**config.mk**
```make
export PLATFORM = sky130hd
export DESIGN_NAME = char_io_ctrl
export DESIGN_NICKNAME = d
export VERILOG_FILES = /design/src/rtl/cio_pkg.sv /design/src/rtl/cio_rx_chan.sv /design/src/rtl/cio_tx_chan.sv /design/src/rtl/cio_ien_ctrl.sv /design/src/rtl/char_io_ctrl.sv
export SDC_FILE = /design/constraint.sdc
export NUM_CORES = 1
export LEC_CHECK = 0
export BUFFER_PORTS_ARGS = -buffer_cell sky130_fd_sc_hd__buf_2
export CAP_MARGIN = 25
export CORE_MARGIN = 3
export CORE_UTILIZATION = 45
export CTS_CLUSTER_DIAMETER = 60
export DETAILED_ROUTE_END_ITERATION = 8
export PLACE_DENSITY_LB_ADDON = 0.25
export SYNTH_ARGS = -nofsm -noshare
export SYNTH_HDL_FRONTEND = slang
export SYNTH_SLANG_ARGS = --single-unit
export TNS_END_PERCENT = 5
```
**constraint.sdc**
```tcl
create_clock -name clk -period 1.5 [get_ports clk]
set_input_delay 0.15 -clock clk [delete_from_list [all_inputs] [get_ports clk]]
set_output_delay 0.15 -clock clk [all_outputs]
set_load 0.05 [all_outputs]
```
**src/rtl/cio_pkg.sv**
```systemverilog
package cio_pkg;
    localparam int CHAR_W  = 8;
    localparam int SEL_W   = 6;
    localparam int SEL_INP = 5;
    localparam int SEL_OUT = 4;
    localparam int SEL_SKI = 3;
    localparam int SEL_SKO = 2;
    localparam int SEL_ION = 1;
    localparam int SEL_IOF = 0;

    typedef enum logic { RX_EMPTY, RX_FULL } rx_state_t;
    typedef enum logic { TX_READY, TX_BUSY } tx_state_t;
    typedef enum logic { IE_OFF,   IE_ON   } ie_state_t;
endpackage

```
**src/rtl/cio_rx_chan.sv**
```systemverilog
module cio_rx_chan
    import cio_pkg::*;
#(
    parameter int W = CHAR_W
) (
    input  logic         clk,
    input  logic         rst_n,
    input  logic         rx_valid,
    input  logic [W-1:0] rx_data,
    input  logic         do_read,
    output logic         rx_ready,
    output logic         in_flag,
    output logic [W-1:0] in_char
);
    rx_state_t state_q, state_d;
    logic      take;

    always_ff @(posedge clk) begin
        if (!rst_n) state_q <= RX_EMPTY;
        else        state_q <= state_d;
    end

    always_comb begin
        state_d = state_q;
        take    = 1'b0;
        unique case (state_q)
            RX_EMPTY: if (rx_valid) begin
                          state_d = RX_FULL;
                          take    = 1'b1;
                      end
            RX_FULL:  if (do_read) state_d = RX_EMPTY;
            default:  state_d = RX_EMPTY;
        endcase
    end

    always_ff @(posedge clk) begin
        if (!rst_n)    in_char <= '0;
        else if (take) in_char <= rx_data;
    end

    assign in_flag  = (state_q == RX_FULL);
    assign rx_ready = ~in_flag;

    AST_RX_CAPTURE: assert property (@(posedge clk) disable iff (!rst_n)
        rx_valid && rx_ready |=> !rx_ready && in_char == $past(rx_data));
    AST_RX_HOLD: assert property (@(posedge clk) disable iff (!rst_n)
        !rx_ready && !do_read |=> !rx_ready && $stable(in_char));
    AST_INP_EMPTIES: assert property (@(posedge clk) disable iff (!rst_n)
        do_read && !rx_ready |=> rx_ready);
endmodule

```
**src/rtl/cio_tx_chan.sv**
```systemverilog
module cio_tx_chan
    import cio_pkg::*;
#(
    parameter int W = CHAR_W
) (
    input  logic         clk,
    input  logic         rst_n,
    input  logic         do_write,
    input  logic [W-1:0] wr_char,
    input  logic         tx_ready,
    output logic         tx_valid,
    output logic         out_flag,
    output logic [W-1:0] tx_data
);
    tx_state_t state_q, state_d;
    logic      load;

    always_ff @(posedge clk) begin
        if (!rst_n) state_q <= TX_READY;
        else        state_q <= state_d;
    end

    always_comb begin
        state_d = state_q;
        load    = 1'b0;
        unique case (state_q)
            TX_READY: if (do_write) begin
                          state_d = TX_BUSY;
                          load    = 1'b1;
                      end
            TX_BUSY:  if (tx_ready) state_d = TX_READY;
            default:  state_d = TX_READY;
        endcase
    end

    always_ff @(posedge clk) begin
        if (!rst_n)    tx_data <= '0;
        else if (load) tx_data <= wr_char;
    end

    assign tx_valid = (state_q == TX_BUSY);
    assign out_flag = ~tx_valid;

    AST_OUT_LOADS: assert property (@(posedge clk) disable iff (!rst_n)
        do_write && !tx_valid |=> tx_valid && tx_data == $past(wr_char));
    AST_OUT_PENDING_HOLD: assert property (@(posedge clk) disable iff (!rst_n)
        tx_valid |=> $stable(tx_data));
    AST_TX_DONE: assert property (@(posedge clk) disable iff (!rst_n)
        tx_valid && tx_ready |=> !tx_valid);
endmodule

```
**src/rtl/cio_ien_ctrl.sv**
```systemverilog
module cio_ien_ctrl
    import cio_pkg::*;
(
    input  logic clk,
    input  logic rst_n,
    input  logic do_on,
    input  logic do_off,
    input  logic ack,
    output logic ien
);
    ie_state_t state_q, state_d;

    always_ff @(posedge clk) begin
        if (!rst_n) state_q <= IE_OFF;
        else        state_q <= state_d;
    end

    always_comb begin
        state_d = state_q;
        unique case (state_q)
            IE_OFF:  if (do_on) state_d = IE_ON;
            IE_ON:   if (do_off || ack) state_d = IE_OFF;
            default: state_d = IE_OFF;
        endcase
    end

    assign ien = (state_q == IE_ON);

    AST_ION_SETS: assert property (@(posedge clk) disable iff (!rst_n)
        do_on && !ack && !do_off |=> ien);
    AST_IOF_CLEARS: assert property (@(posedge clk) disable iff (!rst_n)
        do_off |=> !ien);
    AST_ACK_CLEARS: assert property (@(posedge clk) disable iff (!rst_n)
        ack |=> !ien);
endmodule

```
**src/rtl/char_io_ctrl.sv**
```systemverilog
module char_io_ctrl
    import cio_pkg::*;
(
    input  logic              clk,
    input  logic              rst_n,
    input  logic              exec,
    input  logic [SEL_W-1:0]  ir_sel,
    input  logic [CHAR_W-1:0] ac_lo,
    output logic              ac_wr,
    output logic [CHAR_W-1:0] ac_wr_data,
    output logic              skip,
    output logic              irq,
    input  logic              irq_ack,
    input  logic              rx_valid,
    input  logic [CHAR_W-1:0] rx_data,
    output logic              rx_ready,
    output logic              tx_valid,
    output logic [CHAR_W-1:0] tx_data,
    input  logic              tx_ready
);
    logic [SEL_W-1:0] op;
    logic             in_flag, out_flag, ien;

    assign op = exec ? ir_sel : '0;

    cio_rx_chan #(.W(CHAR_W)) u_rx (
        .clk(clk), .rst_n(rst_n), .rx_valid(rx_valid), .rx_data(rx_data),
        .do_read(op[SEL_INP]), .rx_ready(rx_ready), .in_flag(in_flag),
        .in_char(ac_wr_data)
    );

    cio_tx_chan #(.W(CHAR_W)) u_tx (
        .clk(clk), .rst_n(rst_n), .do_write(op[SEL_OUT]), .wr_char(ac_lo),
        .tx_ready(tx_ready), .tx_valid(tx_valid), .out_flag(out_flag),
        .tx_data(tx_data)
    );

    cio_ien_ctrl u_ien (
        .clk(clk), .rst_n(rst_n), .do_on(op[SEL_ION]), .do_off(op[SEL_IOF]),
        .ack(irq_ack), .ien(ien)
    );

    assign ac_wr = op[SEL_INP];
    assign skip  = (op[SEL_SKI] & in_flag) | (op[SEL_SKO] & out_flag);
    assign irq   = ien & (in_flag | out_flag);

    AST_SEL_ONEHOT: assert property (@(posedge clk) disable iff (!rst_n)
        exec |-> $onehot0(ir_sel));
    AST_NO_EXEC_QUIET: assert property (@(posedge clk) disable iff (!rst_n)
        !exec |-> !skip && !ac_wr);
    AST_IRQ_NEEDS_FLAG: assert property (@(posedge clk) disable iff (!rst_n)
        irq |-> rx_ready == 1'b0 || tx_valid == 1'b0);
    AST_SKI_FULL: assert property (@(posedge clk) disable iff (!rst_n)
        exec && ir_sel[SEL_SKI] && !rx_ready |-> skip);
    AST_SKO_READY: assert property (@(posedge clk) disable iff (!rst_n)
        exec && ir_sel[SEL_SKO] && !tx_valid |-> skip);
endmodule

```
# Word-level counts from Yosys, hierarchy flattened
# Cells that the tools add are included.
# op_classes
n_mux,12
n_bitwise,8
n_reduce_logical,1
# op_table
op,count
$mux 1,8
$mux 6,1
$pmux 1 s2,3
$and 1x1->1,3
$not 1->1,3
$or 1x1->1,2
$logic_or 1x1->1,1
# word_totals
regBits,19
inputBits,28

# Logic depth before layout (Yosys ltp)
# depth
depth_word,4
depth_mapped,4

# Hierarchy
# From an unflattened synthesis, not the netlist that was laid out.
# unflattened
cells_unflattened,91
hier_area_um2,843.3
# by_module_without_submodules
module,n_inst,cells_per_inst,area_each_um2
cio_rx_chan,1,40,380.4
cio_tx_chan,1,40,380.4
char_io_ctrl,1,7,46.3
cio_ien_ctrl,1,4,36.3

# Worst setup path after synthesis
# OpenSTA, ideal clock, no wires.
# synth_path
path_kind,register -> output
startpoint,register u_tx.state_q (netlist: u_tx.tx_valid)
endpoint,output skip
arrival_time_ns,1.822
required_time_ns,1.350
setup_slack_ns,-0.472
stages_incl_launch_ff,3
path_buffers,0
cell_sequence,dfxtp_1 nand2b_1 a21boi_0
# synth_between
elab_chain_len,3
# synth_lines
item,line,source
start: declaration,cio_tx_chan.sv:15,"tx_state_t state_q, state_d;"
start signal: assignment,cio_tx_chan.sv:20,else state_q <= state_d;
$not 1->1,cio_tx_chan.sv:42,assign out_flag = ~tx_valid;
$and 1x1->1,char_io_ctrl.sv:44,assign skip = (op[SEL_SKI] & in_flag) | (op[SEL_SKO] & out_flag);
$or 1x1->1,char_io_ctrl.sv:44,
end: declaration,char_io_ctrl.sv:11,"output logic skip,"
# No other way between the ends.

# Final worst setup path
# layout_path
startpoint,register u_rx.state_q (netlist: u_rx.in_flag)
endpoint,output skip
# layout_between
elab_chain_len,2
# layout_lines
item,line,source
start: declaration,cio_rx_chan.sv:15,"rx_state_t state_q, state_d;"
start signal: assignment,cio_rx_chan.sv:20,else state_q <= state_d;
$and 1x1->1,char_io_ctrl.sv:44,
$or 1x1->1,char_io_ctrl.sv:44,
# No other way between the ends.

==> metrics.txt <==
actual slew at the worst max-slew pin=532 ps; sequential share of the synthesized area=45.2%; power share of the combinational group=25.4%; Clock power frac=23.3%; Hold Path Class=input port to flop; Synth Area in Adders=0%; I/O Buffers=48; maximum fanout along the worst path=6; Syn Nets=118; H-tree depth=1; Via Count=755; setup ws final=143 ps; status=finished, final reports clean; n_diodes=0; minimum clock period=1360 ps; Mean Syn Cell Area=9.34 um^2; clock insertion delay at the later pin of the skew report=290 ps; Slew Limit Fails=0; hold buffers post-CTS=0; Std-Cell Rows=14; CTS tree=built; Cell Area, Synth=841 um^2; Post-Synth Simple-Gate Area=24.4%; io pins=49; WL/cell=10.9 um; CP Launch Type=flop; Net Sw Frac=32.6%; core area=1630 um^2; Final Cell Area=1100 um^2; max cap viols=0; Final Non-Filler Cells=160; Cell Pwr Density=973 nW/um^2; Fin. Hold Viols=0; CTS root buffer=clkbuf_4; Worst VDD drop=0.764 mV; antenna violations before repair=0; register area=380 um^2; fmax=737 MHz; synth unique cells=19; RSZ-0062 raised after global routing=no; relative slew slack=64.5%; final period utilization=90.5%; mux contribution to synthesized area=0%; post-synthesis cell count=90; final setup violation count=0; cts bufs inserted=3; skew final=9.56 ps; Worst EP arrival=1210 ps; Vias/cell=4.72; first-pass GRT wire length=2.88 mm; xor/xnor share of the synthesized area=0%; sw power=0.349 mW; GRT Overall Usage=15.3%; CTS sink count=19; fraction of layout cells with a size suffix above 1=52.2%; # DRC=0; hpwl dp=1.41 mm; Layout area overhead=30.7%; hold slack=88.1 ps; Worst Setup End Kind=output port; Reg power frac=51.3%; Setup Slack @ Placement=326 ps; DR iter-0 viols=3; placed cell area=1070 um^2; Post-DRT Antenna Nets=0; final wirelength=1.74 mm; Clock transition at path regs=100 ps; multi-input combinational cell area=418 um^2; leakage power=0.534 nW; die footprint=2420 um^2; Nets=165; vias in the first global route=682; worst endpoint required time=1350 ps; post-synthesis compound-gate area fraction=24.9%; Final Power=1.07 mW; First-pass DRT Iterations=2; fill cell count=159; critical path class=flop to output port; Yosys warnings=0; Initial Util=51.6%; Die Y=49.2 um; Int Power=0.720 mW; Die Wd=49.2 um; GPL Wtd Cong=0.662; worst-case clock buffer depth=2; synthesis-stage register bit count=19; largest net degree at the start of global routing=28; largest family of logic cells by synthesized area=compound AO/OA/AOI/OAI gates; post_cts resized=0; GRT overflow=0; dpl cells=156; post-CTS setup buffer count=0
[layout by cell type (no fill, tap or decap)]
cell	Yosys	routed
inv_1	1	1
a21boi_1	0	1
nand2b_1	3	3
nor2b_1	1	1
o21ai_2	8	8
o211a_1	1	1
buf_2	0	48
nand2_1	27	27
nand3_2	1	1
nand3b_1	1	1
a21oi_1	1	1
a21boi_2	9	10
nand3_1	7	7
a21boi_0	3	1
clkbuf_1	1	1
dfxtp_1	19	19
clkbuf_4	0	3
nand3b_4	1	1
and2_1	1	1
[registers in the layout, summed over array words and instances (netlist names)]
register       count
u_ien.ien          1
u_tx.tx_data       8
u_tx.tx_valid      1
u_rx.in_char       8
u_rx.in_flag       1
[synth_stat cells (all sizes together)]
cell type	count	area, um^2
and2	1	6.26
nand3	8	45.0
nand2	27	101
nand2b	3	18.8
nor2b	1	6.26
clkbuf	2	8.75
nand3b	2	27.5
dfxtp	19	380
o21ai	8	70.1
buf	4	33.8
a21boi	12	124
inv	1	3.75
o211a	1	10.0
a21oi	1	5.00
[metrics by stage]
step                utilization [%]  setup TNS [ps]
floorplan                         -           -61.6
global placement               65.8               0
detailed placement             65.8               0
CTS                            67.4               0
global route                   67.4               0
finish                         67.4               0
[worst paths after layout]
check | startpoint | to | slack (ps) | cells past startpoint
max reg2reg | u_rx.in_flag$_SDFF_PN0_ | u_rx.in_char[0]$_SDFFE_PN0P_ | 340 | 3
max | u_rx.in_flag$_SDFF_PN0_ | skip | 140 | 3
min reg2reg | u_tx.tx_data[7]$_SDFFE_PN0P_ | u_tx.tx_data[7]$_SDFFE_PN0P_ | 460 | 2
min | ac_lo[1] | u_tx.tx_data[1]$_SDFFE_PN0P_ | 90 | 3
[power by group through the flow]
stage / sequential, mW / combinational (mW) / clock [mW]
after floorplan: 0.645 / 0.120 / 0
after global placement: 0.558 / 0.269 / 0
after detailed placement: 0.560 / 0.275 / 0
after CTS: 0.549 / 0.275 / 0.258
after global routing: 0.553 / 0.291 / 0.279
final: 0.549 / 0.272 / 0.248
[cell families after synthesis]
family,count (synthesis)
simple gates,42
compound gates,22
buf+inv,7
flops,19
[critical path, cell delays in order (launching register included)]
cell and delay, ps:
dfxtp_1 420, nand2_1 90, a21boi_2 130, buf_2 270
[layout make-up]
class / count / share of cell area [%]
multi-input combinational: 64 / 38.0
timing repair buffer: 48 / 21.9
tap: 24 / 2.73
sequential: 19 / 34.6
clock buffer: 4 / 2.39
inverter: 1 / 0.342
[routing by layer]
metal | share of wire (%) | global-route usage (%) | vias to the layer above
met5 | 0 | 0 | -
met3 | 9.3 | 6.73 | 2
met2 | 49 | 26.6 | 31
met4 | 0.57 | 4.27 | 0
li1 | - | - | 396
met1 | 41 | 16.7 | 326
(Power assumes the default switching activity.)
